==> src/rtl/ltc_gen_pkg.sv <==
package ltc_gen_pkg;

  localparam int FRAME_BITS = 80;
  localparam int IDX_W = $clog2(FRAME_BITS);
  // sync field as sent, bit 0 first: 0,0,1 x12,0,1
  localparam logic [15:0] SYNC_WORD = 16'hBFFC;

  typedef struct packed {
    logic [4:0] hours;
    logic [5:0] mins;
    logic [5:0] secs;
    logic [4:0] frames;
  } tcWord_t;

  typedef struct packed {
    logic loadFrame;
    logic firstFrame;
    logic shift;
    logic midBit;
  } ctrlStrb_t;

  function automatic logic [15:0] defaultDiv(input logic [1:0] rate);
    case (rate)
      2'd0:    return 16'h0BA6;
      2'd1:    return 16'h0BA9;
      2'd2:    return 16'h0DFB;
      default: return 16'h0E90;
    endcase
  endfunction

  function automatic logic [4:0] lastFrame(input logic [1:0] rate);
    case (rate)
      2'd2:    return 5'd24;
      2'd3:    return 5'd23;
      default: return 5'd29;
    endcase
  endfunction

  function automatic tcWord_t stepTime(input tcWord_t t, input logic [1:0] rate,
                                       input logic drop);
    tcWord_t n;
    n = t;
    if (t.frames >= lastFrame(rate)) begin
      n.frames = 5'd0;
      if (t.secs >= 6'd59) begin
        n.secs = 6'd0;
        if (t.mins >= 6'd59) begin
          n.mins  = 6'd0;
          n.hours = (t.hours >= 5'd23) ? 5'd0 : t.hours + 5'd1;
        end else begin
          n.mins = t.mins + 6'd1;
        end
        if (drop && ((n.mins % 6'd10) != 6'd0)) n.frames = 5'd2;
      end else begin
        n.secs = t.secs + 6'd1;
      end
    end else begin
      n.frames = t.frames + 5'd1;
    end
    return n;
  endfunction

  function automatic logic [FRAME_BITS-1:0] packFrame(input tcWord_t t, input logic drop);
    logic [FRAME_BITS-1:0] f;
    f          = '0;
    f[3:0]     = 4'(t.frames % 5'd10);
    f[9:8]     = 2'(t.frames / 5'd10);
    f[10]      = drop;
    f[19:16]   = 4'(t.secs % 6'd10);
    f[26:24]   = 3'(t.secs / 6'd10);
    f[35:32]   = 4'(t.mins % 6'd10);
    f[42:40]   = 3'(t.mins / 6'd10);
    f[51:48]   = 4'(t.hours % 5'd10);
    f[57:56]   = 2'(t.hours / 5'd10);
    f[FRAME_BITS-1 -: 16] = SYNC_WORD;
    return f;
  endfunction

endpackage

==> src/rtl/ltc_bit_timer.sv <==
module ltc_bit_timer
  import ltc_gen_pkg::*;
#(
  parameter int DIV_W = 16,
  localparam int DIV_BYTES = DIV_W / 8,
  localparam int ADDR_W = (DIV_BYTES > 1) ? $clog2(DIV_BYTES) : 1
) (
  input  logic              clk,
  input  logic              rstN,
  input  logic              enable,
  input  logic [1:0]        rateSel,
  input  logic              divWrEn,
  input  logic [ADDR_W-1:0] divWrAddr,
  input  logic [7:0]        divWrData,
  output ctrlStrb_t         strb
);

  localparam logic [IDX_W-1:0] LAST_IDX = IDX_W'(FRAME_BITS - 1);
  localparam logic [ADDR_W-1:0] TOP_LANE = ADDR_W'(DIV_BYTES - 1);

  logic [DIV_W-9:0] stagedLow;
  logic [DIV_W-1:0] divReg, effDiv, halfCnt;
  logic             divOverride, started, halfSel, tick;
  logic [IDX_W-1:0] bitIdx;

  // lower byte lanes only stage; the top lane commits the whole value
  for (genvar g = 0; g < DIV_BYTES - 1; g++) begin : gLane
    logic [7:0] byteQ;
    always_ff @(posedge clk or negedge rstN) begin
      if (!rstN) byteQ <= '0;
      else if (divWrEn && divWrAddr == ADDR_W'(g)) byteQ <= divWrData;
    end
    assign stagedLow[g*8 +: 8] = byteQ;
  end

  always_ff @(posedge clk or negedge rstN) begin
    if (!rstN) begin
      divReg      <= '0;
      divOverride <= 1'b0;
    end else if (divWrEn && divWrAddr == TOP_LANE) begin
      divReg      <= {divWrData, stagedLow};
      divOverride <= 1'b1;
    end
  end

  assign effDiv = divOverride ? divReg : DIV_W'(defaultDiv(rateSel));

  always_ff @(posedge clk or negedge rstN) begin
    if (!rstN) begin
      started <= 1'b0;
      halfCnt <= '0;
      halfSel <= 1'b0;
      bitIdx  <= '0;
    end else if (!enable) begin
      started <= 1'b0;
    end else if (!started) begin
      started <= 1'b1;
      halfCnt <= effDiv;
      halfSel <= 1'b0;
      bitIdx  <= '0;
    end else if (halfCnt != '0) begin
      halfCnt <= halfCnt - DIV_W'(1);
    end else begin
      halfCnt <= effDiv;
      halfSel <= !halfSel;
      if (halfSel) bitIdx <= (bitIdx == LAST_IDX) ? '0 : bitIdx + IDX_W'(1);
    end
  end

  assign tick = started && (halfCnt == '0);

  always_comb begin
    strb.firstFrame = enable && !started;
    strb.loadFrame  = strb.firstFrame || (enable && tick && halfSel && bitIdx == LAST_IDX);
    strb.shift      = enable && tick && halfSel && bitIdx != LAST_IDX;
    strb.midBit     = enable && tick && !halfSel;
  end

  AST_HALF_RELOAD: assert property (@(posedge clk) disable iff (!rstN)
    strb.midBit |=> (halfCnt == $past(effDiv)));
  AST_IDX_RANGE: assert property (@(posedge clk) disable iff (!rstN)
    bitIdx <= LAST_IDX);
  AST_ONE_STROBE: assert property (@(posedge clk) disable iff (!rstN)
    $onehot0({strb.loadFrame, strb.shift, strb.midBit}));

endmodule

==> src/rtl/ltc_frame_path.sv <==
module ltc_frame_path
  import ltc_gen_pkg::*;
(
  input  logic       clk,
  input  logic       rstN,
  input  ctrlStrb_t  strb,
  input  logic [1:0] rateSel,
  input  logic       dropFrame,
  input  logic       freewheel,
  input  logic       loadStb,
  input  tcWord_t    loadTime,
  output logic       ltcOut,
  output logic       frameStart
);

  tcWord_t               nextTime, curTime, sendTime;
  logic                  pending;
  logic [FRAME_BITS-1:0] shReg;

  always_comb begin
    if (pending)                           sendTime = nextTime;
    else if (freewheel && !strb.firstFrame) sendTime = stepTime(curTime, rateSel, dropFrame);
    else                                   sendTime = curTime;
  end

  always_ff @(posedge clk or negedge rstN) begin
    if (!rstN) begin
      nextTime   <= '0;
      curTime    <= '0;
      pending    <= 1'b0;
      shReg      <= '0;
      ltcOut     <= 1'b0;
      frameStart <= 1'b0;
    end else begin
      if (loadStb) nextTime <= loadTime;
      if (loadStb)             pending <= 1'b1;
      else if (strb.loadFrame) pending <= 1'b0;

      if (strb.loadFrame) begin
        curTime <= sendTime;
        shReg   <= packFrame(sendTime, dropFrame);
      end else if (strb.shift) begin
        shReg <= {1'b0, shReg[FRAME_BITS-1:1]};
      end

      if (strb.loadFrame || strb.shift)  ltcOut <= ~ltcOut;
      else if (strb.midBit && shReg[0]) ltcOut <= ~ltcOut;

      frameStart <= strb.loadFrame;
    end
  end

  AST_FS_PULSE: assert property (@(posedge clk) disable iff (!rstN)
    frameStart |=> !frameStart);
  AST_OUT_STABLE: assert property (@(posedge clk) disable iff (!rstN)
    !(strb.loadFrame || strb.shift || strb.midBit) |=> $stable(ltcOut));
  AST_ZERO_MID: assert property (@(posedge clk) disable iff (!rstN)
    (strb.midBit && !shReg[0]) |=> $stable(ltcOut));
  AST_PENDING_DRAIN: assert property (@(posedge clk) disable iff (!rstN)
    (strb.loadFrame && !loadStb) |=> !pending);
  AST_FRAME_SYNC: assert property (@(posedge clk) disable iff (!rstN)
    strb.loadFrame |=> (shReg[FRAME_BITS-1 -: 16] == SYNC_WORD));

endmodule

==> src/rtl/ltc_frame_gen.sv <==
module ltc_frame_gen
  import ltc_gen_pkg::*;
#(
  parameter int DIV_W = 16
) (
  input  logic       clk,
  input  logic       rstN,
  input  logic       enable,
  input  logic [1:0] rateSel,
  input  logic       dropFrame,
  input  logic       freewheel,
  input  logic       divWrEn,
  input  logic       divWrAddr,
  input  logic [7:0] divWrData,
  input  logic       loadStb,
  input  logic [4:0] loadHours,
  input  logic [5:0] loadMins,
  input  logic [5:0] loadSecs,
  input  logic [4:0] loadFrames,
  output logic       ltcOut,
  output logic       frameStart
);

  ctrlStrb_t strb;
  tcWord_t   loadTime;

  assign loadTime = '{hours: loadHours, mins: loadMins, secs: loadSecs, frames: loadFrames};

  ltc_bit_timer #(.DIV_W(DIV_W)) i_timer (
    .clk       (clk),
    .rstN      (rstN),
    .enable    (enable),
    .rateSel   (rateSel),
    .divWrEn   (divWrEn),
    .divWrAddr (divWrAddr),
    .divWrData (divWrData),
    .strb      (strb)
  );

  ltc_frame_path i_path (
    .clk        (clk),
    .rstN       (rstN),
    .strb       (strb),
    .rateSel    (rateSel),
    .dropFrame  (dropFrame),
    .freewheel  (freewheel),
    .loadStb    (loadStb),
    .loadTime   (loadTime),
    .ltcOut     (ltcOut),
    .frameStart (frameStart)
  );

endmodule

==> config.mk <==
export PLATFORM = sky130hd
export DESIGN_NAME = ltc_frame_gen
export DESIGN_NICKNAME = d
export VERILOG_FILES = /design/src/rtl/ltc_gen_pkg.sv /design/src/rtl/ltc_bit_timer.sv /design/src/rtl/ltc_frame_path.sv /design/src/rtl/ltc_frame_gen.sv
export SDC_FILE = /design/constraint.sdc
export NUM_CORES = 1
export LEC_CHECK = 0
export BUFFER_PORTS_ARGS = -buffer_cell sky130_fd_sc_hd__buf_2
export CAP_MARGIN = 20
export CELL_PAD_IN_SITES_DETAIL_PLACEMENT = 1
export CELL_PAD_IN_SITES_GLOBAL_PLACEMENT = 1
export CORE_ASPECT_RATIO = 0.8
export CORE_MARGIN = 5
export CORE_UTILIZATION = 28
export CTS_BUF_LIST = sky130_fd_sc_hd__clkbuf_8
export DETAILED_ROUTE_END_ITERATION = 7
export PLACE_DENSITY_LB_ADDON = 0.1
export SLEW_MARGIN = 20
export SYNTH_ARGS = -nofsm -noshare
export SYNTH_HDL_FRONTEND = slang
export SYNTH_SLANG_ARGS = --single-unit
==> constraint.sdc <==
create_clock -name clk -period 8.75 [get_ports clk]
set_input_delay 1.3125 -clock clk [delete_from_list [all_inputs] [get_ports clk]]
set_output_delay 1.3125 -clock clk [all_outputs]
set_load 0.02 [all_outputs]
==> summary.txt <==
first-pass GRT wire length: 45500 µm
share of layout cells above drive strength 1: 0.151
#FFs+latches synth: 177
clock network power share: 0.277
initial antenna violation count: 0
maxcap violations: 0
post-synthesis net count: 1069
post-route ant nets: 0
row count: 60
Syn Inst Count: 1003
Cell variety after synth: 78
Post-Layout Cell Count: 1462
Avg Inst Size Synth: 9.57 µm²
CP Data Arrival Time: 5720 ps
P_int: 1.33 mW
Cell Pwr Density: 199 mW/mm²
ANT cells: 0
CTS root buf: clkbuf_8
vias in the first global route: 7908
Critical Path RT: 9170 ps
initial core utilization: 0.285
switching part of the total: 0.368
Post-synth ARST share: 1.00
synthesized cell area: 0.00960 mm²
Gate power share: 0.242
Setup Viol. Count Final: 0
Overall Global Routing Usage: 0.149
FMAX: 188 MHz
Remaining DRCs: 0
sequential fraction of the synthesis area: 0.461
GRT overflow: 0
Period Utilization, post-route: 0.607
Fin. Hold Viols: 0
Ys Warns: 0
DRT iter0 DRCs: 416
static leakage: 4.52 nW
IO buf count: 41
num ports: 42
main flop type after synthesis: dfrtp_1
RePlAce Congestion: 0.829
Post-synth EDFFs: 0
nets: 1081
DR top layer: met4
Post-CTS Resized: 0
status: finished clean
CTS Hold Bufs: 0
Die X: 217 µm
critical path peak fanout: 10
routed wl met2: 11700 µm
clk slew on worst S/H paths: 100 ps
fillers: 3875
CTS tree: built
core footprint: 0.0337 mm²
Sequential Power Share: 0.480
drt first pass iters: 4
Worst setup SP type: primary input
Met1 Routed Length: 15100 µm
VDD IR-drop max: 0.0905 mV
CP endpoint kind: register
worst slew pin tran: 954 ps
Final Max Slew Viols: 0
Setup Buffers After CTS: 0
Hold Path Class: register to register
die height: 176 µm
Clock Tree Buf Depth: 2
Max-Slew Margin vs Limit: 0.363
via/cell ratio: 5.24
DIE AREA: 0.0381 mm²
CTS sink cnt: 177
routed wl met3: 555 µm
Min Clock Period, post-route: 5310 ps
post-route setup slack: 3440 ps
htree depth: 4
Num CTS Buffers: 17
Placed Cells: 1430
unrepaired setup endpoints after global routing: no
dpl ws: 2910 ps
clk_lat worst skew: 490 ps
largest net degree at the start of global routing: 67
clk_skew: 15.7 ps
WL final: 27500 µm
DR vias: 7663
DP HPWL: 19400 µm
DR WL/cell: 18.8 µm
kind of critical path: primary input to register
Total Power: 2.11 mW
area grow syn2layout: 10.4%
NetSw: 0.777 mW
setup TNS: 0 ps
cells in the final DEF (no fill, tap or decap), drive strengths merged, types with 5 or more instances in the layout:
master and n:
a31oi 16, o211ai 8, a41oi 5, dfrtp 177
a32oi 6, inv 46, or3 13, ha 26
a21oi 54, nand4 9, mux2i 8, o31a 5
nor2 68, o21a 6, clkbuf 18, and2 10
nand3 21, nand2 115, nor2b 9, nand2b 13
o21ai 96, clkinv 5, a221o 6, o31ai 5
mux2 48, o22ai 9, and3 13, xnor2 6
nor4 8, buf 51, nor3 21, o22a 13
a22o 46, a221oi 10
critical path, cell delays in order:
cell and delay (ps):
buf_2 100, inv_1 90, ha_1 290, ha_1 280
o21ai_1 160, nor2b_1 780, nor3_4 200, a211oi_1 540
o21ai_2 220, o21a_1 250, ha_1 190, o2111a_1 140
nand2_1 70, o21ai_0 70, a211oi_1 430, ha_1 310
o21bai_1 150, a21oi_1 140
final cells by class:
cell class              count  area (µm²)  share of cell area
repair buffers             52         297              0.0280
flip-flops and latches    177        4430               0.418
clock inverters            15         159              0.0150
inverters                  36         135              0.0127
clock buffers              17         234              0.0221
well taps                 434         543              0.0512
multi-input cells         731        4810               0.453
power by group through the flow:
| stage | clock network, mW | registers [mW] | logic (mW) |
|---|---|---|---|
| detailed placement | 0 | 1.03 | 0.517 |
| floorplan | 0 | 0.987 | 0.393 |
| CTS | 0.615 | 1.01 | 0.519 |
| global placement | 0 | 1.03 | 0.516 |
| global route | 0.648 | 1.03 | 0.583 |
| finish | 0.586 | 1.01 | 0.511 |
final timing paths:
check                      slack, ps                               to  cells past startpoint                           from
max in group asynchronous       6770    i_timer.bitIdx[0]$_DFFE_PN0P_                      2                           rstN
max                             3440     i_path.shReg[34]$_DFFE_PN0P_                     18                     rateSel[0]
min                              490     i_path.shReg[42]$_DFFE_PN0P_                      2   i_path.shReg[42]$_DFFE_PN0P_
min reg2reg                      490     i_path.shReg[42]$_DFFE_PN0P_                      2   i_path.shReg[42]$_DFFE_PN0P_
max reg2reg                     4250     i_path.shReg[34]$_DFFE_PN0P_                     15  i_path.curTime[2]$_DFFE_PN0N_
min in group asynchronous        750  i_path.nextTime[16]$_DFFE_PN0P_                      1                           rstN
synthesized netlist by cell type, types with 13 or more instances:
cell type  number  area [µm²]
dfrtp_1       177        4430
nand2_1       115         432
o21ai_0        85         425
nor2_1         68         255
a21oi_1        53         265
clkbuf_1       48         180
mux2_2         48         541
a22o_1         46         403
inv_1          35         131
ha_1           26         325
nand3_1        21         105
nor3_1         20         100
a31oi_1        16         100
and3_1         13        81.3
nand2b_1       13        81.3
o22a_1         13         114
or3_1          13        81.3
through the flow:
| step | hold WS (ps) | instance area [µm²] | util |
|---|---|---|---|
| floorplan | 445 | 9600 | - |
| global placement | 467 | 10200 | 0.303 |
| detailed placement | 471 | 10200 | 0.303 |
| CTS | 491 | 10600 | 0.315 |
| global route | 505 | 10600 | 0.315 |
| finish | 486 | 10600 | 0.315 |
per-layer routing:
layer,GRT usage,vias up
met5,0,-
met1,0.232,3860
met2,0.215,49
met3,0.0255,12
met4,0.0316,0
li1,-,3742
flip-flops by register name (all words and copies together) (netlist names):
register / flops
i_timer.halfSel: 1
i_timer.started: 1
i_path.curTime: 22
i_timer.bitIdx: 7
i_path.nextTime: 22
i_timer.divOverride: 1
i_timer.halfCnt: 16
i_path.shReg: 80
i_path.frameStart: 1
i_timer.gLane.byteQ: 8
i_timer.divReg: 16
i_path.pending: 1
i_path.ltcOut: 1
logic make-up (layout without fill, tap and decap cells):
family | count (synthesis) | in the layout | synth area share
buffers and inverters | 95 | 120 | 0.0393
AO/OA/AOI/OAI | 329 | 329 | 0.236
flip-flops | 177 | 177 | 0.461
multiplexers | 56 | 56 | 0.0646
AND/OR/NAND/NOR | 312 | 312 | 0.157
adder cells (fa/ha/maj) | 27 | 27 | 0.0349
XOR/XNOR | 7 | 7 | 0.00638
(Power assumes the default switching activity.)
